$ cat src/rtl/pm_cell_pkg.sv
package pm_cell_pkg;

  localparam logic [2:0] OPC_LOAD  = 3'd0;
  localparam logic [2:0] OPC_LUTWR = 3'd1;
  localparam logic [2:0] OPC_SHR   = 3'd4;
  localparam logic [2:0] OPC_ALU   = 3'd5;
  localparam logic [2:0] OPC_MUL   = 3'd6;
  localparam logic [2:0] OPC_LUT   = 3'd7;

  localparam logic [2:0] SRC_COL  = 3'd0;
  localparam logic [2:0] SRC_ROW  = 3'd1;
  localparam logic [2:0] SRC_MEM  = 3'd2;
  localparam logic [2:0] SRC_RFA  = 3'd3;
  localparam logic [2:0] SRC_RFB  = 3'd4;
  localparam logic [2:0] SRC_BLK  = 3'd5;

  localparam logic [1:0] DST_BLOCK  = 2'd0;
  localparam logic [1:0] DST_BYPASS = 2'd1;
  localparam logic [1:0] DST_RF     = 2'd2;

  typedef enum logic [2:0] {
    UNIT_NONE, UNIT_PASS, UNIT_SHR, UNIT_ALU, UNIT_MUL, UNIT_LUT
  } unit_e;

  typedef struct packed {
    logic       wrBlock;
    logic       wrBypass;
    logic       wrRf;
    logic       wrLut;
    unit_e      unit;
    logic [1:0] func;
    logic [2:0] srcA;
    logic [2:0] srcB;
  } strobe_t;

endpackage

$ cat src/rtl/pm_cell_ctrl.sv
module pm_cell_ctrl
  import pm_cell_pkg::*;
#(
  parameter int NUM_ROWS = 4,
  parameter int ROW_IDX  = 1,
  parameter int AW       = 3,
  localparam int INSTR_W = NUM_ROWS + 13 + 3 * AW
) (
  input  logic [INSTR_W-1:0] instr,
  output strobe_t            strb,
  output logic [AW-1:0]      addrS1,
  output logic [AW-1:0]      addrS2,
  output logic [AW-1:0]      addrD
);
  localparam int DST_LSB = 3 * AW;
  localparam int SB_LSB  = DST_LSB + 2;
  localparam int SA_LSB  = SB_LSB + 3;
  localparam int FN_LSB  = SA_LSB + 3;
  localparam int OPC_LSB = FN_LSB + 2;
  localparam int ROW_LSB = OPC_LSB + 3;

  logic [NUM_ROWS-1:0] rowEn;
  logic [2:0]          opcode;
  logic [1:0]          dest;
  logic                rowActive;
  logic                makesResult;

  assign rowEn  = instr[ROW_LSB +: NUM_ROWS];
  assign opcode = instr[OPC_LSB +: 3];
  assign dest   = instr[DST_LSB +: 2];
  assign addrD  = instr[0 +: AW];
  assign addrS2 = instr[AW +: AW];
  assign addrS1 = instr[2*AW +: AW];

  // only this cell's row bit matters
  assign rowActive = |(rowEn & (NUM_ROWS'(1) << ROW_IDX));

  always_comb begin
    strb.func = instr[FN_LSB +: 2];
    strb.srcA = instr[SA_LSB +: 3];
    strb.srcB = instr[SB_LSB +: 3];
    strb.wrLut = 1'b0;
    case (opcode)
      OPC_LOAD:  strb.unit = UNIT_PASS;
      OPC_SHR:   strb.unit = UNIT_SHR;
      OPC_ALU:   strb.unit = UNIT_ALU;
      OPC_MUL:   strb.unit = UNIT_MUL;
      OPC_LUT:   strb.unit = UNIT_LUT;
      OPC_LUTWR: begin
        strb.unit  = UNIT_NONE;
        strb.wrLut = rowActive;
      end
      default:   strb.unit = UNIT_NONE;
    endcase
    makesResult   = rowActive && (strb.unit != UNIT_NONE);
    strb.wrBlock  = makesResult && (dest == DST_BLOCK);
    strb.wrBypass = makesResult && (dest == DST_BYPASS);
    strb.wrRf     = makesResult && (dest == DST_RF);
  end
endmodule

$ cat src/rtl/pm_cell_units.sv
module pm_cell_units
  import pm_cell_pkg::*;
#(
  parameter int DW = 16,
  localparam int SH_W = $clog2(DW)
) (
  input  unit_e         unit,
  input  logic [1:0]    func,
  input  logic [DW-1:0] opA,
  input  logic [DW-1:0] opB,
  input  logic [DW-1:0] lutRd,
  output logic [DW-1:0] result
);
  logic [SH_W-1:0] shAmt;
  logic [DW-1:0]   shOut;
  logic [DW-1:0]   aluOut;
  logic [DW-1:0]   mulLow;

  assign shAmt  = opB[SH_W-1:0];
  assign shOut  = func[0] ? DW'($signed(opA) >>> shAmt) : (opA >> shAmt);
  assign mulLow = opA * opB;

  always_comb begin
    case (func)
      2'd0:    aluOut = opA + opB;
      2'd1:    aluOut = opA - opB;
      2'd2:    aluOut = opA & opB;
      default: aluOut = opA ^ opB;
    endcase
  end

  always_comb begin
    case (unit)
      UNIT_PASS: result = opA;
      UNIT_SHR:  result = shOut;
      UNIT_ALU:  result = aluOut;
      UNIT_MUL:  result = mulLow;
      UNIT_LUT:  result = lutRd;
      default:   result = '0;
    endcase
  end
endmodule

$ cat src/rtl/pm_cell_dp.sv
module pm_cell_dp
  import pm_cell_pkg::*;
#(
  parameter int DW        = 16,
  parameter int RF_DEPTH  = 8,
  parameter int LUT_DEPTH = 16,
  localparam int AW     = $clog2(RF_DEPTH),
  localparam int LUT_AW = $clog2(LUT_DEPTH),
  localparam int LINKS  = RF_DEPTH
) (
  input  logic                clk,
  input  logic                rst_n,
  input  strobe_t             strb,
  input  logic [AW-1:0]       addrS1,
  input  logic [AW-1:0]       addrS2,
  input  logic [AW-1:0]       addrD,
  input  logic [LINKS*DW-1:0] colLinkIn,
  input  logic [LINKS*DW-1:0] rowLinkIn,
  input  logic [LINKS*DW-1:0] memLinkIn,
  output logic [DW-1:0]       blockWordOut,
  output logic [DW-1:0]       bypassOut
);
  logic [DW-1:0] rf  [RF_DEPTH];
  logic [DW-1:0] lut [LUT_DEPTH];
  logic [DW-1:0] colW [LINKS];
  logic [DW-1:0] rowW [LINKS];
  logic [DW-1:0] memW [LINKS];
  logic [DW-1:0] operand [2];
  logic [DW-1:0] blockWord, bypassReg, result, lutRd;

  for (genvar k = 0; k < LINKS; k++) begin : g_links
    assign colW[k] = colLinkIn[k*DW +: DW];
    assign rowW[k] = rowLinkIn[k*DW +: DW];
    assign memW[k] = memLinkIn[k*DW +: DW];
  end

  // operand selection; slot 0 is the first operand, slot 1 the second
  for (genvar g = 0; g < 2; g++) begin : g_opmux
    logic [2:0] sel;
    assign sel = (g == 0) ? strb.srcA : strb.srcB;
    always_comb begin
      case (sel)
        SRC_COL: operand[g] = colW[addrS1];
        SRC_ROW: operand[g] = rowW[addrS2];
        SRC_MEM: operand[g] = memW[addrS2];
        SRC_RFA: operand[g] = rf[addrS1];
        SRC_RFB: operand[g] = rf[addrS2];
        SRC_BLK: operand[g] = blockWord;
        default: operand[g] = '0;
      endcase
    end
  end

  assign lutRd = lut[operand[0][LUT_AW-1:0]];

  pm_cell_units #(.DW(DW)) i_units (
    .unit  (strb.unit),
    .func  (strb.func),
    .opA   (operand[0]),
    .opB   (operand[1]),
    .lutRd (lutRd),
    .result(result)
  );

  always_ff @(posedge clk or negedge rst_n) begin
    if (!rst_n) begin
      blockWord <= '0;
      bypassReg <= '0;
      for (int i = 0; i < RF_DEPTH; i++) rf[i] <= '0;
      for (int i = 0; i < LUT_DEPTH; i++) lut[i] <= '0;
    end else begin
      if (strb.wrBlock)  blockWord <= result;
      if (strb.wrBypass) bypassReg <= result;
      if (strb.wrRf)     rf[addrD] <= result;
      if (strb.wrLut)    lut[operand[1][LUT_AW-1:0]] <= operand[0];
    end
  end

  assign blockWordOut = blockWord;
  assign bypassOut    = bypassReg;

  assert_load_pass_R5: assert property (@(posedge clk) disable iff (!rst_n)
    (strb.wrBlock && strb.unit == UNIT_PASS) |=> (blockWordOut == $past(operand[0])));

  assert_bypass_idle_R10: assert property (@(posedge clk) disable iff (!rst_n)
    !strb.wrBypass |=> $stable(bypassOut));
endmodule

$ cat src/rtl/pm_cell.sv
module pm_cell
  import pm_cell_pkg::*;
#(
  parameter int DATA_W    = 16,
  parameter int RF_DEPTH  = 8,
  parameter int LUT_DEPTH = 16,
  parameter int NUM_ROWS  = 4,
  parameter int ROW_IDX   = 1,
  localparam int AW      = $clog2(RF_DEPTH),
  localparam int LINKS   = RF_DEPTH,
  localparam int INSTR_W = NUM_ROWS + 13 + 3 * AW
) (
  input  logic                    clk,
  input  logic                    rst_n,
  input  logic [INSTR_W-1:0]      instr,
  input  logic [LINKS*DATA_W-1:0] colLinkIn,
  input  logic [LINKS*DATA_W-1:0] rowLinkIn,
  input  logic [LINKS*DATA_W-1:0] memLinkIn,
  output logic [DATA_W-1:0]       blockWordOut,
  output logic [DATA_W-1:0]       bypassOut
);
  localparam int OPC_LSB = 3 * AW + 10;
  localparam int ROW_LSB = OPC_LSB + 3;

  strobe_t       strb;
  logic [AW-1:0] addrS1, addrS2, addrD;

  pm_cell_ctrl #(.NUM_ROWS(NUM_ROWS), .ROW_IDX(ROW_IDX), .AW(AW)) i_ctrl (
    .instr (instr),
    .strb  (strb),
    .addrS1(addrS1),
    .addrS2(addrS2),
    .addrD (addrD)
  );

  pm_cell_dp #(.DW(DATA_W), .RF_DEPTH(RF_DEPTH), .LUT_DEPTH(LUT_DEPTH)) i_dp (
    .clk         (clk),
    .rst_n       (rst_n),
    .strb        (strb),
    .addrS1      (addrS1),
    .addrS2      (addrS2),
    .addrD       (addrD),
    .colLinkIn   (colLinkIn),
    .rowLinkIn   (rowLinkIn),
    .memLinkIn   (memLinkIn),
    .blockWordOut(blockWordOut),
    .bypassOut   (bypassOut)
  );

  assert_row_gate_R2: assert property (@(posedge clk) disable iff (!rst_n)
    !instr[ROW_LSB + ROW_IDX] |=> ($stable(blockWordOut) && $stable(bypassOut)));

  assert_one_target_R10: assert property (@(posedge clk) disable iff (!rst_n)
    $onehot0({strb.wrBlock, strb.wrBypass, strb.wrRf, strb.wrLut}));

  assert_idle_opcode_R11: assert property (@(posedge clk) disable iff (!rst_n)
    (instr[OPC_LSB +: 3] == 3'd2 || instr[OPC_LSB +: 3] == 3'd3)
      |=> ($stable(blockWordOut) && $stable(bypassOut)));

  assert_block_hold_R12: assert property (@(posedge clk) disable iff (!rst_n)
    !strb.wrBlock |=> $stable(blockWordOut));
endmodule

$ cat config.mk
export PLATFORM = sky130hd
export DESIGN_NAME = pm_cell
export DESIGN_NICKNAME = d
export VERILOG_FILES = /design/src/rtl/pm_cell_pkg.sv /design/src/rtl/pm_cell_ctrl.sv /design/src/rtl/pm_cell_units.sv /design/src/rtl/pm_cell_dp.sv /design/src/rtl/pm_cell.sv
export SDC_FILE = /design/constraint.sdc
export NUM_CORES = 1
export LEC_CHECK = 0
export BUFFER_PORTS_ARGS = -buffer_cell sky130_fd_sc_hd__buf_2
export CORE_ASPECT_RATIO = 1.1
export CORE_MARGIN = 4
export CORE_UTILIZATION = 50
export DETAILED_ROUTE_END_ITERATION = 8
export PLACE_DENSITY_LB_ADDON = 0.2
export RECOVER_POWER = 25
export SYNTH_ARGS = -nofsm -noshare
export SYNTH_HDL_FRONTEND = slang
export SYNTH_SLANG_ARGS = --single-unit
$ cat constraint.sdc
create_clock -name clk -period 10.3 [get_ports clk]
set_input_delay 1.545 -clock clk [delete_from_list [all_inputs] [get_ports clk]]
set_output_delay 1.545 -clock clk [all_outputs]
set_load 0.03 [all_outputs]
# == Yosys cells after proc, flatten, opt, wreduce, memory -nomap -nowiden ==
# Cells that the tools add are included.
# totals
inputBits,412
latchBits,0
register_bits,416
romBits,0
ram_bits,0
n_memories,0
word_cells,112
out_inout_bits,32
# op_classes
eq_ne,24
n_addsub,2
bitwise,7
n_div,0
n_lt_le_gt_ge,7
n_reduce_logical,12
multipliers,1
mux,31
shift,2
# ops
cell,n
$bwmux W256,1
$bmux W16 S3,5
$mux W16,15
$pmux W16 S6,2
$bwmux W128,1
$pmux W16 S5,1
$bmux W16 S4,1
$demux W16 S4,1
$demux W16 S3,1
$pmux W16 S3,1
$eq A3 B3 Y1 const B,10
$eq A3 B2 Y1 const B,6
$add A16 B16 Y16,1
$and A16 B16 Y16,1
$mul A16 B16 Y16,1
$shr A16 B4 Y16,1
$sshr A16 B4 Y16,1
$sub A16 B16 Y16,1
$xor A16 B16 Y16,1
$pmux W3 S5,1
$eq A3 B1 Y1 const B,4
$ge A4 B4 Y1 const B,3
$not A3 Y4,3
$ge A5 B5 Y1 const B,2
10 further kinds,21

# == Logic depth before layout (Yosys ltp) ==
# depth
word_depth,11
depth_mapped,38
depth_no_buf,31

# == By module ==
# Synthesis repeated with hierarchy kept, for this count alone.
# unflattened
hier_cells,2783
hier_area_um2,31431.4
# by_module_without_submodules
mod,cells_each,area_each_um2,n_inst
pm_cell_dp,1887,24527.3,1
pm_cell_units,868,6677.7,1
pm_cell_ctrl,28,226.5,1

# == Worst setup path before layout ==
# OpenSTA, ideal clock, no wires.
# synth_timing
kind,in2reg
startpoint,in instr[6]
endpoint,reg i_dp.blockWord[15] (netlist: i_dp.blockWordOut[15])
slack_ns,1.215
n_path_buf,8
setup_time_ns,0.125
stages,31
arrival_ns,8.960
t_required_ns,10.175
path_cell_list,buf_2 buf_2 buf_2 mux2i_1 a22oi_1 nand4_1 nand4_1 a221oi_2 buf_2 buf_2 buf_1 clkbuf_1 clkbuf_1 nor2_1 fa_1 fa_1 fa_1 fa_1 inv_1 fa_1 fa_1 xor2_1 xnor2_1 xnor2_1 xnor2_1 xnor2_1 xnor3_1 xnor3_1 xnor2_1 o211ai_4 mux2_2
# synth_between
elab_chain_len,10
# synth_lines
element,line,rtl
start: declaration,pm_cell.sv:15,"input logic [INSTR_W-1:0] instr,"
$not A3 Y4 (not written as such) (*),"pm_cell_dp.sv:43, pm_cell_dp.sv:46",
"parallel branches: the longest is 8 deep, another holds $mul A16 B16 Y16",n/a,
$pmux W16 S5 (*),pm_cell_units.sv:33,case (unit)
end signal: assignment,pm_cell_dp.sv:72,if (strb.wrBlock) blockWord <= result;
end: declaration,pm_cell_dp.sv:29,"logic [DW-1:0] blockWord, bypassReg, result, lutRd;"
# Every way passes the cells marked *. The select of a mux whose other input is x is not followed.
# A chain may end at the register's enable or synchronous reset.

# == Worst setup path after layout ==
# layout_timing
startpoint,in instr[4]
endpoint,reg i_dp.bypassReg[11] (netlist: i_dp.bypassOut[11])
# layout_between
elab_chain_len,10
# layout_lines
element,line,rtl
$not A3 Y4 (not written as such) (*),"pm_cell_dp.sv:44, pm_cell_dp.sv:45, pm_cell_dp.sv:47",
"parallel branches: the longest is 8 deep, another holds $mul A16 B16 Y16",n/a,
$pmux W16 S5 (*),pm_cell_units.sv:33,
end signal: assignment,pm_cell_dp.sv:73,if (strb.wrBypass) bypassReg <= result;
end: declaration,pm_cell_dp.sv:29,
# Marked as above.

==> impl_metrics.json <==
{
  "status": "complete, but fails checks",
  "failed_checks": "max-capacitance violations, max-slew violations",
  "holdPathEnd": "i_dp.lut[235]",
  "first_pass_iters": 7,
  "grt_max_degree": 157,
  "synth_area_sq_um": 30560,
  "yosysUniqueCellTypes": 81,
  "crit_buf_inv": 9,
  "crit_arrival_ns": 9.53,
  "cp-end-kind": "flop",
  "cts_resized": 0,
  "power.density_nw_per_um2": 177.9,
  "max_freq_mhz": 110.4,
  "globalplace.congestion": 0.9753,
  "synth-seq-area-share": 0.3407,
  "yosysTopAreaCell": "dfrtp_1",
  "hold_buffers": 0,
  "fin_skew_ns": 0.02778,
  "grt.total_usage": 0.3276,
  "netSwitchingFraction": 0.3873,
  "min-delay-start": "i_dp.lut[235]",
  "startpoint_type": "primary input",
  "cpMaxStageDelayCell": "and2_1",
  "yosysWarningCount": 0,
  "synth_flop_cell": "dfrtp_1",
  "hold_path.class": "reg2reg",
  "critPathTopFamily": "adder cells",
  "finalSetupTns_ns": 0,
  "r2r-end": "i_dp.bypassOut[11]",
  "fillCellCount": 5568,
  "ys_top_cells_by_area": "dfrtp_1 (34%), mux2i_1 (14%), nand2_1 (6.7%)",
  "relSlewSlack": -2.731,
  "die_x_um": 243.7,
  "post_cts_buffers": 0,
  "p_clk_frac": 0.272,
  "portBuffers": 440,
  "vias": 27670,
  "synthTopCellsByCount": "nand2_1 (543), mux2i_1 (423), dfrtp_1 (416)",
  "crit_path_frequent_cell": "inv_1",
  "vdd_drop_max_uv": 121.2,
  "finalHoldViolCount": 0,
  "row_count": 94,
  "synth_most_common_cell": "nand2_1",
  "rsz0062_at_grt": "no",
  "synth_area_per_cell_sq_um": 8.860,
  "worstMarginPinSlew_ns": 5.596,
  "cts_htree_levels": 2,
  "reg2reg_depth": 29,
  "r2r_slack_ns": 2.92,
  "cts_made_buffers": 47,
  "dieArea_sq_um": 65140,
  "syn_nets": 4026,
  "critPathRequiredTime_ns": 10.77,
  "antenna_found_initial": 2,
  "fp.dieH_um": 267.3,
  "cts_tree": "yes",
  "crit_fanout": 24,
  "synth-simple-area-share": 0.1733,
  "total_power_mw": 6.252,
  "clockBufferDepth": 3,
  "synth_compound_area_frac": 0.1317,
  "vias_per_cell": 5.977,
  "synthesis.instances": 3449,
  "cp-startpoint": "instr[4]",
  "synth_fa_ha_area_frac": 0.08746,
  "timing.rr.start": "i_dp.rf[81]",
  "maxCapViolCount": 1,
  "top_level_ports": 444,
  "synth_top_family_by_area": "multiplexers",
  "grt_overflow": 0,
  "ant_nets": 0,
  "grt_pass1_wl_mm": 164.8,
  "drive_gt1_frac": 0.2112,
  "hold-path-cell-count": 2,
  "power.internal_mw": 3.830,
  "synth-seq-cells": 416,
  "async_flop_share": 1.000,
  "wire_per_inst_um": 23.75,
  "placed_area_sq_um": 33610,
  "synth_top_area_frac": 0.3407,
  "switchingPower_mw": 2.421,
  "synth_edf_count": 0,
  "grt_pass1_vias": 27350,
  "fin_util": 0.5836,
  "final-setup-viol-count": 0,
  "nets": 4356,
  "fin_crit_sh": 0.8795,
  "clockRootBuffer": "clkbuf_16",
  "stdcell_area_sq_um": 35140,
  "drc": 0,
  "multiInputGateArea_sq_um": 18450,
  "wl_mm": 109.9,
  "start_util": 0.5075,
  "comb_power_share": 0.396,
  "worstSetupPathType": "in2reg",
  "power.leakage_nw": 17.08,
  "synthMuxAreaShare": 0.1854,
  "hpwl_mm": 78.74,
  "drt_iter0_drc": 2530,
  "period_minus_slack_ns": 9.059,
  "finalMaxSlewViolations": 107,
  "slowest_delay_ns": 0.73,
  "pwr-share-seq": 0.332,
  "seq_area_sq_um": 10410,
  "core_sq_um": 60220,
  "synth-xor-area-share": 0.01843,
  "cts.sinks": 416,
  "clock_latency_ns": 0.61,
  "area_delta_synth_final_pct": 15.00,
  "clk_pin_slew_ns": 0.06
}
[cells in the final DEF (no fill, tap or decap), types with 11 or more instances in the layout]
cell type,count
mux2_2,117
mux2i_1,423
nand2_1,543
a31oi_1,39
inv_1,154
and3_1,21
xnor2_1,43
buf_4,110
fa_1,81
clkbuf_16,48
nand4_1,73
nand3_1,214
nor2b_1,12
nor2_1,236
buf_2,435
and2_1,11
clkbuf_1,14
o21ai_0,234
o211ai_1,21
ha_1,84
a22oi_1,125
a21oi_1,129
xor2_1,11
dfrtp_1,416
[layout make-up]
cell class / count / area share
Clock inverter: 14 / 0.005554
Sequential cell: 416 / 0.2962
Timing Repair Buffer: 552 / 0.08872
Tap cell: 816 / 0.02905
Clock buffer: 68 / 0.03831
Antenna cell: 1 / 0.00007121
Multi-Input combinational cell: 2603 / 0.5249
Inverter: 159 / 0.01713
[flip-flops by register name, summed over array words and instances (netlist names)]
signal / cells
i_dp.rf: 128
i_dp.lut: 256
i_dp.blockWordOut: 16
i_dp.bypassOut: 16
[cells by family after synthesis]
kind of cell / Yosys count
XOR/XNOR: 58
buffers and inverters: 430
adder cells (fa/ha/maj): 165
AO/OA/AOI/OAI: 642
multiplexers: 545
AND/OR/NAND/NOR: 1193
flip-flops: 416
[worst reg2reg max path, delay by kind of cell, from the launching register on]
family / cells / cell delay, ns
adder cells (fa/ha/maj): 7 / 2.55
AO/OA/AOI/OAI: 8 / 2.01
AND/OR/NAND/NOR: 5 / 0.98
multiplexers: 2 / 0.60
flip-flops: 1 / 0.40
buffers and inverters: 6 / 0.40
XOR/XNOR: 1 / 0.33
[power by group through the flow]
stage | Clock, mW | Combinational (mW) | Sequential [mW]
6_report | 1.70 | 2.48 | 2.08
5_1_grt | 1.79 | 2.70 | 2.11
4_1_cts | 1.71 | 2.45 | 2.07
3_5_place_dp | 0 | 2.44 | 2.10
3_3_place_gp | 0 | 2.40 | 2.09
2_1_floorplan | 0 | 1.59 | 2.13
[layer usage]
metal,track usage,part of all wire,wire length [um],vias to the layer above
li1,-,-,-,12760
met1,0.4270,0.40,44320,13340
met2,0.5388,0.47,51650,1280
met3,0.04756,0.073,8031,289
met4,0.1613,0.054,5948,0
met5,0,0,0,-
[per-stage QoR]
step,hold slack (ns),cells,setup WS (ns)
final,0.4766,4629,1.241
after global routing,0.4914,4629,0.9299
after CTS,0.4824,4628,1.419
after detailed placement,0.4696,4546,0.8345
after global placement,0.4601,4546,0.8569
after floorplan,0.4492,3449,1.215
[worst max-delay path by stage]
| stage | endpoint | slack, ns | cells past startpoint |
|---|---|---|---|
| after global placement | i_dp.bypassOut[11] | 0.86 | 32 |
| after CTS | i_dp.bypassOut[11] | 1.42 | 32 |
| final | i_dp.bypassOut[11] | 1.24 | 32 |
| after floorplan | i_dp.blockWordOut[15] | 1.21 | 31 |
| after global routing | i_dp.bypassOut[11] | 0.93 | 32 |
| after detailed placement | i_dp.bypassOut[11] | 0.83 | 32 |
Note: power is estimated with default switching activity, not from simulation.
